### config.mk
export PLATFORM = sky130hd
export DESIGN_NAME = irqvec_ctrl
export DESIGN_NICKNAME = d
export VERILOG_FILES = /design/src/rtl/irqvec_pkg.sv /design/src/rtl/irqvec_regs.sv /design/src/rtl/irqvec_pend.sv /design/src/rtl/irqvec_prio.sv /design/src/rtl/irqvec_port.sv /design/src/rtl/irqvec_ctrl.sv
export SDC_FILE = /design/constraint.sdc
export NUM_CORES = 1
export LEC_CHECK = 0
export BUFFER_PORTS_ARGS = -buffer_cell sky130_fd_sc_hd__buf_2
export CORE_ASPECT_RATIO = 1.75
export CORE_MARGIN = 4
export CORE_UTILIZATION = 47
export DETAILED_ROUTE_END_ITERATION = 10
export PLACE_DENSITY = 0.74
export SKIP_LAST_GASP = 1
export SLEW_MARGIN = 30
export SYNTH_ARGS = -nofsm -noshare
export SYNTH_HDL_FRONTEND = slang
export SYNTH_SLANG_ARGS = --single-unit
### constraint.sdc
create_clock -name clk -period 2.3 [get_ports clk]
set_input_delay 0 -clock clk [delete_from_list [all_inputs] [get_ports clk]]
set_output_delay 0 -clock clk [all_outputs]
set_load 0.02 [all_outputs]
### src/rtl/irqvec_pkg.sv
package irqvec_pkg;
  typedef enum logic [1:0] {
    SEL_BASE  = 2'd0,
    SEL_MASK  = 2'd1,
    SEL_PEND  = 2'd2,
    SEL_CLEAR = 2'd3
  } reg_sel_e;
endpackage

### src/rtl/irqvec_regs.sv
module irqvec_regs #(
  parameter int DW   = 8,
  parameter int NSRC = 8
) (
  input  logic            clk,
  input  logic            rst_n,
  input  logic [1:0]      sel_i,
  input  logic            wr_i,
  input  logic [DW-1:0]   wdata_i,
  output logic [DW-1:0]   base_o,
  output logic [NSRC-1:0] mask_o,
  output logic [NSRC-1:0] clr_o
);
  import irqvec_pkg::*;
  reg_sel_e sel;
  assign sel = reg_sel_e'(sel_i);

  always_ff @(posedge clk) begin
    if (!rst_n) begin
      base_o <= '0;
      mask_o <= '0;
    end else if (wr_i) begin
      if (sel == SEL_BASE) base_o <= wdata_i;
      if (sel == SEL_MASK) mask_o <= wdata_i[NSRC-1:0];
    end
  end

  // clear strobe vector, only on a write to the clear register
  assign clr_o = (wr_i && sel == SEL_CLEAR) ? wdata_i[NSRC-1:0] : '0;
endmodule

### src/rtl/irqvec_pend.sv
module irqvec_pend #(
  parameter int NSRC = 8
) (
  input  logic            clk,
  input  logic            rst_n,
  input  logic [NSRC-1:0] evt_i,
  input  logic [NSRC-1:0] clr_i,
  output logic [NSRC-1:0] pend_o
);
  // one sticky cell per source; set wins over clear
  for (genvar g = 0; g < NSRC; g++) begin : g_cell
    always_ff @(posedge clk) begin
      if (!rst_n)         pend_o[g] <= 1'b0;
      else if (evt_i[g])  pend_o[g] <= 1'b1;
      else if (clr_i[g])  pend_o[g] <= 1'b0;
    end
  end
endmodule

### src/rtl/irqvec_prio.sv
module irqvec_prio #(
  parameter int NSRC = 8,
  parameter int IW   = (NSRC > 1) ? $clog2(NSRC) : 1
) (
  input  logic [NSRC-1:0] req_i,
  output logic            any_o,
  output logic [IW-1:0]   idx_o
);
  always_comb begin
    any_o = 1'b0;
    idx_o = '0;
    for (int i = NSRC - 1; i >= 0; i--) begin
      if (req_i[i] && !any_o) begin
        any_o = 1'b1;
        idx_o = IW'(i);
      end
    end
  end
endmodule

### src/rtl/irqvec_port.sv
module irqvec_port #(
  parameter int DW = 8,
  parameter int IW = 3
) (
  input  logic          clk,
  input  logic          rst_n,
  input  logic          inta_i,
  input  logic          any_i,
  input  logic [IW-1:0] idx_i,
  input  logic [DW-1:0] base_i,
  output logic          valid_o,
  input  logic          ready_i,
  output logic [DW-1:0] data_o
);
  logic [DW-1:0] vec_next;
  assign vec_next = base_i + {{(DW-IW){1'b0}}, idx_i};

  always_ff @(posedge clk) begin
    if (!rst_n) begin
      valid_o <= 1'b0;
      data_o  <= '0;
    end else if (valid_o) begin
      if (ready_i) valid_o <= 1'b0;
    end else if (inta_i && any_i) begin
      valid_o <= 1'b1;
      data_o  <= vec_next;
    end
  end
endmodule

### src/rtl/irqvec_ctrl.sv
module irqvec_ctrl #(
  parameter int NSRC = 8,
  parameter int DW   = 8
) (
  input  logic            clk,
  input  logic            rst_n,
  input  logic [1:0]      reg_sel_i,
  input  logic            reg_wr_i,
  input  logic [DW-1:0]   reg_wdata_i,
  output logic [DW-1:0]   reg_rdata_o,
  input  logic [NSRC-1:0] evt_i,
  output logic            irq_o,
  input  logic            inta_i,
  output logic            vec_valid_o,
  input  logic            vec_ready_i,
  output logic [DW-1:0]   vec_o
);
  import irqvec_pkg::*;
  localparam int IW = (NSRC > 1) ? $clog2(NSRC) : 1;

  logic [DW-1:0]   base_q;
  logic [NSRC-1:0] mask_q, clr_s, pend_q, live_s;
  logic            any_s;
  logic [IW-1:0]   idx_s;

  irqvec_regs #(.DW(DW), .NSRC(NSRC)) u_regs (
    .clk(clk), .rst_n(rst_n), .sel_i(reg_sel_i), .wr_i(reg_wr_i),
    .wdata_i(reg_wdata_i), .base_o(base_q), .mask_o(mask_q), .clr_o(clr_s));

  irqvec_pend #(.NSRC(NSRC)) u_pend (
    .clk(clk), .rst_n(rst_n), .evt_i(evt_i), .clr_i(clr_s), .pend_o(pend_q));

  assign live_s = pend_q & mask_q;

  irqvec_prio #(.NSRC(NSRC), .IW(IW)) u_prio (
    .req_i(live_s), .any_o(any_s), .idx_o(idx_s));

  irqvec_port #(.DW(DW), .IW(IW)) u_port (
    .clk(clk), .rst_n(rst_n), .inta_i(inta_i), .any_i(any_s), .idx_i(idx_s),
    .base_i(base_q), .valid_o(vec_valid_o), .ready_i(vec_ready_i), .data_o(vec_o));

  always_ff @(posedge clk) begin
    if (!rst_n) irq_o <= 1'b0;
    else        irq_o <= any_s;
  end

  always_comb begin
    unique case (reg_sel_e'(reg_sel_i))
      SEL_BASE:  reg_rdata_o = base_q;
      SEL_MASK:  reg_rdata_o = DW'(mask_q);
      SEL_PEND:  reg_rdata_o = DW'(pend_q);
      default:   reg_rdata_o = '0;
    endcase
  end
endmodule

==> qor.yml, run 1 <==
nets: 288
relSlewSlack_pct: 63.6
vdd_ir_drop_max_mv: 0.543
area_growth_pct: 32.9
grt_pass1_vias: 1629
clock_sinks: 34
fin_skew_ns: 0.00191
r2r_setup_slack_ns: 0.14
synth_cell_type_count: 35
die_h_um: 87.5
cpMaxStageDelayCell: "fa_2"
avgSynthCellArea_sq_um: 8.65
gr-total-overflow: 0
cts_tree: "yes"
setup-violations-final: 0
gp_congestion: 0.820
holdWs_ns: 0.0369
netlist_instances: 196
tns_ns: 0
initialDrtViolationCount: 54
cts.path.max_buffers: 2
io_buffers: 40
power.leakage_nw: 0.949
numCtsBuffers: 5
final_hold_viol_count: 0
grt_max_degree: 33
ys_warn_count: 0
wire_per_inst_um: 14.8
cp_top_family: "compound AO/OA/AOI/OAI gates"
synth.cell_area_sq_um: 1700
track_usage_pct: 22.0
grt_pass1_wl_um: 7470
cts_root_buffer: "clkbuf_8"
status: "finished, final reports clean"
drc: 0
rows: 28
path_buf_inv: 1
synth-seq-cells: 34
timing.fmax_mhz: 464
htree_num_levels: 2
grt_antenna_before_repair: 0
ys_top_cells_by_area: "dfxtp_1 40%, mux2i_1 10%, nand2_1 6.2%"
yosysTopAreaCellShare_pct: 40.1
core_area_sq_um: 3430
dr.pass1.iters: 4
p_per_area_nw_per_um2: 578
tightest_slew_ns: 0.545
synth-edff-count: 0
die_area_sq_um: 4670
async_reset_ff_share_pct: 0
detail-route-antenna-nets: 0
fin_crit_ns: 2.16
hold_path_class: "input port to register"
ys.flop_type: "dfxtp_1"
synth_fp_nets: 223
place_ws_ns: 0.0217
path_class: "register to register"
cp_cell_sequence: "a22oi_2 > nand2_1 > o21ai_1 > ha_2 > inv_1 > fa_2 > nor2b_2 > o2111ai_1 > xor2_1 > a211oi_2"
antennaDiodeCount: 0
setup.worst_path.end_class: "register"
ys_seq_area_share_pct: 40.1
synth.largest_area_cell: "dfxtp_1"
cp_max_fo: 4
dp_hpwl_um: 3160
vias: 1637
initial_utilization_pct: 49.4
cp.required_ns: 2.50
maxSlewViolCount: 0
total_power_mw: 1.30
die_w_um: 53.4
fin_ws_ns: 0.143
cp_slowest_stage_delay_ns: 0.36
yosysMostFrequentCell: "dfxtp_1"
postRouteWirelength_um: 4540
rsz0062_at_grt: "false"
pin_count: 41
maxCapViolations: 0
final_area_sq_um: 2250
worstPathArrival_ns: 2.36
drive_above_1_share_pct: 27.9
path_clk_slew_ns: 0.07
period_share_pct: 93.8
placed_area_sq_um: 1980
critPathLaunchType: "register"
synthTopCellsByCount: "34 x dfxtp_1, 28 x nand2_1, 22 x nor2_1"
insertion_delay_ns: 0.28
viasPerCell: 5.33
## cell families (layout without fill, tap and decap cells)
group           after synthesis  after routing  synth area share (%)
fa+ha+maj                     4              4                  3.40
compound gates               52             52                  22.2
flops                        34             34                  40.1
buf+inv                      16             82                  4.50
mux                          17             17                  10.0
simple gates                 68             68                  17.1
xor+xnor                      5              5                  2.58
## registers in the layout, indices dropped and copies added, names as in the netlist
| signal | count |
|---|---|
| u_pend.pend_o | 8 |
| u_port.data_o | 8 |
| u_regs.base_o | 8 |
| u_regs.mask_o | 8 |
| irq_o | 1 |
| u_port.valid_o | 1 |
## cell usage in the layout, fill, tap and decap left out, drive strengths merged, types with 3 or more instances in the layout
master	netlist	final
a211oi	4	4
a21oi	21	21
a22oi	4	4
buf	9	52
clkbuf	2	7
dfxtp	34	34
dlygate4sd3	0	17
ha	3	3
inv	5	5
mux2i	17	17
nand2	28	28
nand3	9	9
nor2	23	23
o21ai	13	13
xnor2	3	3
## per-stage QoR
stage | util, % | cells
2_1_floorplan | - | 196
3_3_place_gp | 57.6 | 281
3_5_place_dp | 57.6 | 281
4_1_cts | 65.2 | 306
5_1_grt | 65.6 | 307
6_report | 65.6 | 307
## final timing paths
kind | from | end | depth (start not counted)
worst max-delay path | u_regs.mask_o[6] | u_port.data_o[6] | 10
worst min-delay path | vec_ready_i | u_port.valid_o | 4
worst max register to register | u_regs.mask_o[6] | u_port.data_o[6] | 10
worst min register to register | u_port.data_o[3] | u_port.data_o[3] | 2
## where the power goes
part | switching, mW | internal, mW
Sequential | 0.0259 | 0.616
Combinational | 0.115 | 0.0988
Clock | 0.206 | 0.241
Total | 0.347 | 0.956
## layer usage
layer,part of all wire [%],GRT usage [%],up-vias
met5,0,0,-
met4,2.4,12.1,0
met3,4.3,3.95,10
met2,53,37.1,53
met1,40,25.3,757
li1,-,-,817
## worst reg2reg max path, stage by stage (launching register included)
cell       delay [ns]
dfxtp_1          0.34
a22oi_2          0.21
nand2_1          0.10
o21ai_1          0.15
ha_2             0.21
inv_1            0.06
fa_2             0.36
nor2b_2          0.14
o2111ai_1        0.13
xor2_1           0.18
a211oi_2         0.21
## area by class of cell
cell class / count / area (sq um)
clock buffer: 7 / 86.3
inverter: 5 / 18.8
fill: 320 / 1180
timing repair buffer: 69 / 460
tap: 45 / 56.3
sequential: 34 / 681
multi-input combinational: 146 / 946
clock inverter: 1 / 5.00
## repair_timing
item | 4_1_cts | 5_1_grt
resized for setup | 0 | 4
hold buffers | 17 | 0
setup endpoints to repair | 0 | 2
setup buffers | 0 | 1
endpoints found under the hold margin | 24 | 0
Power figures use the tool's default switching activity.
==> run 2, diff against run 1 <==
--- a/config.mk
+++ b/config.mk
@@ -8,2 +8,3 @@
 export BUFFER_PORTS_ARGS = -buffer_cell sky130_fd_sc_hd__buf_2
+export CAP_MARGIN = 0
 export CORE_ASPECT_RATIO = 1.75
@@ -14,3 +15,3 @@
 export SKIP_LAST_GASP = 1
-export SLEW_MARGIN = 30
+export SLEW_MARGIN = 20
 export SYNTH_ARGS = -nofsm -noshare
--- a/constraint.sdc
+++ b/constraint.sdc
@@ -3,2 +3,2 @@
 set_output_delay 0 -clock clk [all_outputs]
-set_load 0.02 [all_outputs]
+set_load 0.005 [all_outputs]
==> run 2 against run 1 <==
  * Utilization down 0.22 points
  * Die area unchanged
  * Highest routed layer unchanged
  * Design area down 0.33%
==> qor.yml, run 2 (synthesized netlist as in run 1, its figures left out) <==
dp_hpwl_um: 3200  # +1.3%
vdd_ir_drop_max_mv: 0.538  # -0.95%
period_share_pct: 92.6  # -1.2 points
placed_cells: 280  # -0.36%
r2r_start: "u_regs.mask_o[6]"
pin_count: 41  # unchanged
holdPathEnd: "u_port.valid_o"
rsz0062_at_grt: "false"
initialDrtViolationCount: 43  # -20%
final_common_cell: "buf_2"
holdWs_ns: 0.0150  # -0.0219 ns
postRouteWirelength_um: 4640  # +2.1%
r2r_setup_slack_ns: 0.17  # +0.03 ns
worstPathArrival_ns: 2.34  # -0.02 ns
tightest_slew_ns: 0.540  # -0.00494 ns
tns_ns: 0  # unchanged
power.leakage_nw: 0.944  # -0.53%
numCtsBuffers: 5  # unchanged
gp_congestion: 0.816  # -0.55%
stdcell_count: 306  # -0.33%
critPathLaunchType: "register"
final_hold_viol_count: 0  # unchanged
antennaDiodeCount: 0  # unchanged
fin_skew_ns: 0.00739  # +0.00548 ns
hold_path_depth: 4  # unchanged
die_h_um: 87.5  # unchanged
maxSlewViolCount: 0  # unchanged
htree_num_levels: 2  # unchanged
r2r_cells: 10  # unchanged
cts_root_buffer: "clkbuf_8"
gr-total-overflow: 0  # unchanged
relSlewSlack_pct: 63.9  # +0.33 points
r2r_end: "u_port.data_o[6]"
cp.required_ns: 2.51  # about the same
drive_above_1_share_pct: 27.6  # -0.28 points
nets: 287  # -0.35%
track_usage_pct: 21.3  # -0.77 points
final_area_sq_um: 2250  # -0.33%
setup-violations-final: 0  # unchanged
placed_area_sq_um: 1970  # -0.38%
grt_pass1_vias: 1593  # -2.2%
io_buffers: 40  # unchanged
wire_per_inst_um: 15.2  # +2.4%
cp_cell_sequence: "a22oi_2 > nand2_1 > o21ai_1 > ha_2 > inv_1 > fa_2 > nor2b_2 > o2111ai_1 > xor2_1 > a211oi_2"
insertion_delay_ns: 0.29  # about the same
vias: 1634  # -0.18%
startpoint: "u_regs.mask_o[6]"
hold_path_class: "input port to register"
die_area_sq_um: 4670  # unchanged
detail-route-antenna-nets: 0  # unchanged
p_per_area_nw_per_um2: 573  # -0.92%
rows: 28  # unchanged
area_growth_pct: 32.5
initial_utilization_pct: 49.4  # unchanged
drc: 0  # unchanged
status: "finished, final reports clean"
core_area_sq_um: 3430  # unchanged
layout_common_cells: "40 x buf_2, 34 x dfxtp_1, 28 x nand2_1"
path_class: "register to register"
setup.worst_path.end_class: "register"
maxCapViolations: 0  # unchanged
cts_tree: "yes"
cp_max_fo: 4  # unchanged
path_clk_slew_ns: 0.07  # about the same
die_w_um: 53.4  # unchanged
cts.path.max_buffers: 2  # unchanged
fin_crit_ns: 2.13  # -0.0280 ns
cp_slowest_stage_delay_ns: 0.36  # about the same
grt_pass1_wl_um: 7260  # -2.9%
grt_antenna_before_repair: 0  # unchanged
dr.pass1.iters: 4  # unchanged
grt_max_degree: 33  # unchanged
clock_sinks: 34  # unchanged
min-delay-start: "vec_ready_i"
cpMaxStageDelayCell: "fa_2"
total_power_mw: 1.29  # -1.3%
timing.fmax_mhz: 470  # +1.3%
viasPerCell: 5.34  # +0.14%
## run 2: changes by cell type in the layout (fill, tap and decap cells not counted)
cell,before,now
buf_4,12,11
## run 2: layout make-up
type	count	area [sq um]
Fill cell	329	1190
Tap cell	45	56.3
Clock inverter	1	5.00
Timing Repair Buffer	68	453
Multi-Input combinational cell	146	946
Inverter	5	18.8
Sequential cell	34	681
Clock buffer	7	86.3
## run 2: repair_timing
action                     in CTS  in global routing
buffers inserted                0                  1
setup endpoints to repair       0                  2
hold endpoints to repair       23                  0
hold buffers                   17                  0
resized for setup               0                  4
## run 2: layer usage
metal | share of wire (%) | GRT usage [%] | vias up
met4 | 2.2 | 10.0 | 0
li1 | - | - | 811
met2 | 54 | 38.1 | 52
met5 | 0 | 0 | -
met1 | 38 | 23.0 | 763
met3 | 5.2 | 3.77 | 8
## run 2: where the power goes
group,leakage [nW],switching (mW),internal (mW)
clock network,0.0482,0.211,0.241
registers,0.278,0.0257,0.616
logic,0.618,0.0970,0.0962
total,0.944,0.333,0.954
## run 2: how the worst max path moves through the flow
stage	slack, ns	cells after the start	end
2_1_floorplan	0.11	10	u_port.data_o[6]
3_3_place_gp	0.11	10	u_port.data_o[6]
3_5_place_dp	0.04	10	u_port.data_o[6]
4_1_cts	0.03	10	u_port.data_o[6]
5_1_grt	0.01	10	u_port.data_o[6]
6_report	0.17	10	u_port.data_o[6]
## run 2: critical path: cells and delay by family, from the launching register on
| family | cells | cell delay [ns] |
|---|---|---|
| XOR/XNOR | 1 | 0.17 |
| buffers and inverters | 1 | 0.06 |
| AND/OR/NAND/NOR | 2 | 0.23 |
| flip-flops | 1 | 0.34 |
| AO/OA/AOI/OAI | 4 | 0.69 |
| adder cells (fa/ha/maj) | 2 | 0.56 |
## run 2: per-stage QoR
step,worst slack (ns),utilization [%]
2_1_floorplan,0.112,-
4_1_cts,0.0267,65.0
3_5_place_dp,0.0419,57.4
5_1_grt,0.0133,65.4
6_report,0.171,65.4
3_3_place_gp,0.109,57.4
==> run 3, diff against run 2 <==
Settings changed: CELL_PAD_IN_SITES_DETAIL_PLACEMENT set to 1, CELL_PAD_IN_SITES_GLOBAL_PLACEMENT set to 2, CORE_UTILIZATION 47 to 28, PLACE_DENSITY 0.74 to unset, PLACE_DENSITY_LB_ADDON set to 0.1.
==> run 3 against run 2 <==
  * Critical path depth stayed put
  * Global-route usage decreased by 6.3 points
  * Clock skew decreased by 0.0030 ns
  * Worst hold slack worse by 0.0082 ns
  * Count of clock-buffer cells in the layout is the same
  * Register-to-register slack got worse by 0.03 ns
  * Final cell count is 11% higher
  * Critical endpoint unchanged
  * Highest routed layer unchanged
==> qor.yml, run 3 (synthesized netlist as in run 1, its figures left out) <==
status: "finished, final reports clean"
dr.pass1.iters: 4  # unchanged
cts.path.max_buffers: 2  # unchanged
critPathLaunchType: "register"
htree_num_levels: 2  # unchanged
cts_root_buffer: "clkbuf_8"
relSlewSlack_pct: 62.3  # -1.5 points
grt_pass1_wl_um: 8640  # +19%
gp_congestion: 0.772  # -5.4%
area_growth_pct: 34.5
wire_per_inst_um: 15.7  # +3.9%
post_cts_buffers: 0  # unchanged
detail-route-antenna-nets: 0  # unchanged
nets: 288  # +0.35%
fill_cells: 736  # +120%
die_area_sq_um: 7410  # +59%
maxCapViolations: 0  # unchanged
rsz0062_at_grt: "false"
antennaDiodeCount: 0  # unchanged
total_power_mw: 1.25  # -3.0%
worstPathArrival_ns: 2.36  # +0.02 ns
power.leakage_nw: 0.941  # -0.27%
fin_crit_ns: 2.15  # +0.0259 ns
grt_antenna_before_repair: 0  # unchanged
period_share_pct: 93.7  # +1.1 points
vdd_ir_drop_max_mv: 0.304  # -43%
die_w_um: 66.8  # +25%
grt_max_degree: 33  # unchanged
track_usage_pct: 15.0  # -6.3 points
core_area_sq_um: 5880  # +71%
drc: 0  # unchanged
vias: 1642  # +0.49%
dp_hpwl_um: 4130  # +29%
clock_sinks: 34  # unchanged
cp.required_ns: 2.51  # about the same
drive_above_1_share_pct: 28.7  # +1.1 points
io_buffers: 40  # unchanged
setup-violations-final: 0  # unchanged
placed_cells: 317  # +13%
path_class: "register to register"
setup.worst_path.end_class: "register"
gr-total-overflow: 0  # unchanged
timing.fmax_mhz: 464  # -1.2%
maxSlewViolCount: 0  # unchanged
postRouteWirelength_um: 5340  # +15%
hold_path_class: "input port to register"
insertion_delay_ns: 0.28  # about the same
rows: 37  # +32%
tightest_slew_ns: 0.563  # +0.0230 ns
grt_pass1_vias: 1728  # +8.5%
holdWs_ns: 0.00678  # -0.00820 ns
fin_skew_ns: 0.00440  # -0.00299 ns
initial_utilization_pct: 28.8  # -21 points
die_h_um: 111  # +27%
final_hold_viol_count: 0  # unchanged
cp_max_fo: 4  # unchanged
initialDrtViolationCount: 51  # +19%
stdcell_count: 339  # +11%
pin_count: 41  # unchanged
cts_tree: "yes"
path_clk_slew_ns: 0.07  # about the same
viasPerCell: 4.84  # -9.3%
p_per_area_nw_per_um2: 548  # -4.5%
layout_common_cells: "40 x buf_2, 34 x dfxtp_1, 27 x nand2_1"
numCtsBuffers: 5  # unchanged
final_common_cell: "buf_2"
-- run 3: cell count changes in the layout (fill, tap and decap cells not counted) --
| cell | before | now |
|---|---|---|
| clkbuf_8 | 6 | 5 |
| o21ai_2 | 0 | 1 |
| o21ai_1 | 1 | 0 |
| dlygate4sd3_1 | 17 | 15 |
| clkinv_2 | 1 | 0 |
| clkbuf_1 | 1 | 2 |
| buf_4 | 11 | 14 |
| nand2_1 | 28 | 27 |
| nand2_2 | 0 | 1 |
-- run 3: worst max-delay path: stages, from the launching register on --
cell and delay [ns]:
dfxtp_1 0.34, a22oi_2 0.23, nand2_2 0.09, o21ai_2 0.15, ha_2 0.20, inv_1 0.05, fa_2 0.35, nor2b_2 0.14
o2111ai_1 0.13, xor2_1 0.18, a211oi_2 0.21
-- run 3: final cells by class --
class / instances / area (sq um) / share of cell area (%)
Sequential cell: 34 / 681 / 29.8
Multi-Input combinational cell: 146 / 952 / 41.7
Tap cell: 78 / 97.6 / 4.28
Timing Repair Buffer: 69 / 455 / 20.0
Clock buffer: 7 / 76.3 / 3.35
Inverter: 5 / 18.8 / 0.823
-- run 3: per-layer routing --
layer | vias to the layer above | GRT usage [%] | part of all wire, %
met3 | 7 | 2.13 | 3.7
li1 | 809 | - | -
met1 | 791 | 17.5 | 41
met5 | - | 0 | 0
met2 | 35 | 27.0 | 54
met4 | 0 | 4.88 | 1.4
-- run 3: repair_timing --
action                     CTS  global route
cloned                       0             0
hold buffers                15             0
pin swaps                    0             1
setup endpoints to repair    2             2
resized for setup            1             5
hold endpoints to repair    17             0
-- run 3: worst paths after layout --
kind                    startpoint          endpoint  slack [ns]  cells past startpoint
setup / recovery  u_regs.mask_o[6]  u_port.data_o[6]        0.15                     10
hold / removal      reg_wdata_i[7]  u_regs.mask_o[7]       0.007                      3
setup reg to reg  u_regs.mask_o[6]  u_port.data_o[6]        0.15                     10
hold reg to reg   u_regs.mask_o[0]  u_regs.mask_o[0]        0.49                      2
-- run 3: per-stage QoR --
stage,area (sq um),setup slack (ns),setup TNS (ns),util [%]
2_1_floorplan,1700,0.112,0,-
3_3_place_gp,2040,0.0786,0,34.7
3_5_place_dp,2040,-0.0229,-0.0440,34.7
4_1_cts,2270,0.0280,0,38.6
5_1_grt,2280,0.0134,0,38.8
6_report,2280,0.145,0,38.8
-- run 3: power by group --
part | switching (mW) | internal (mW)
registers | 0.0247 | 0.616
logic | 0.102 | 0.0973
clock network | 0.200 | 0.208
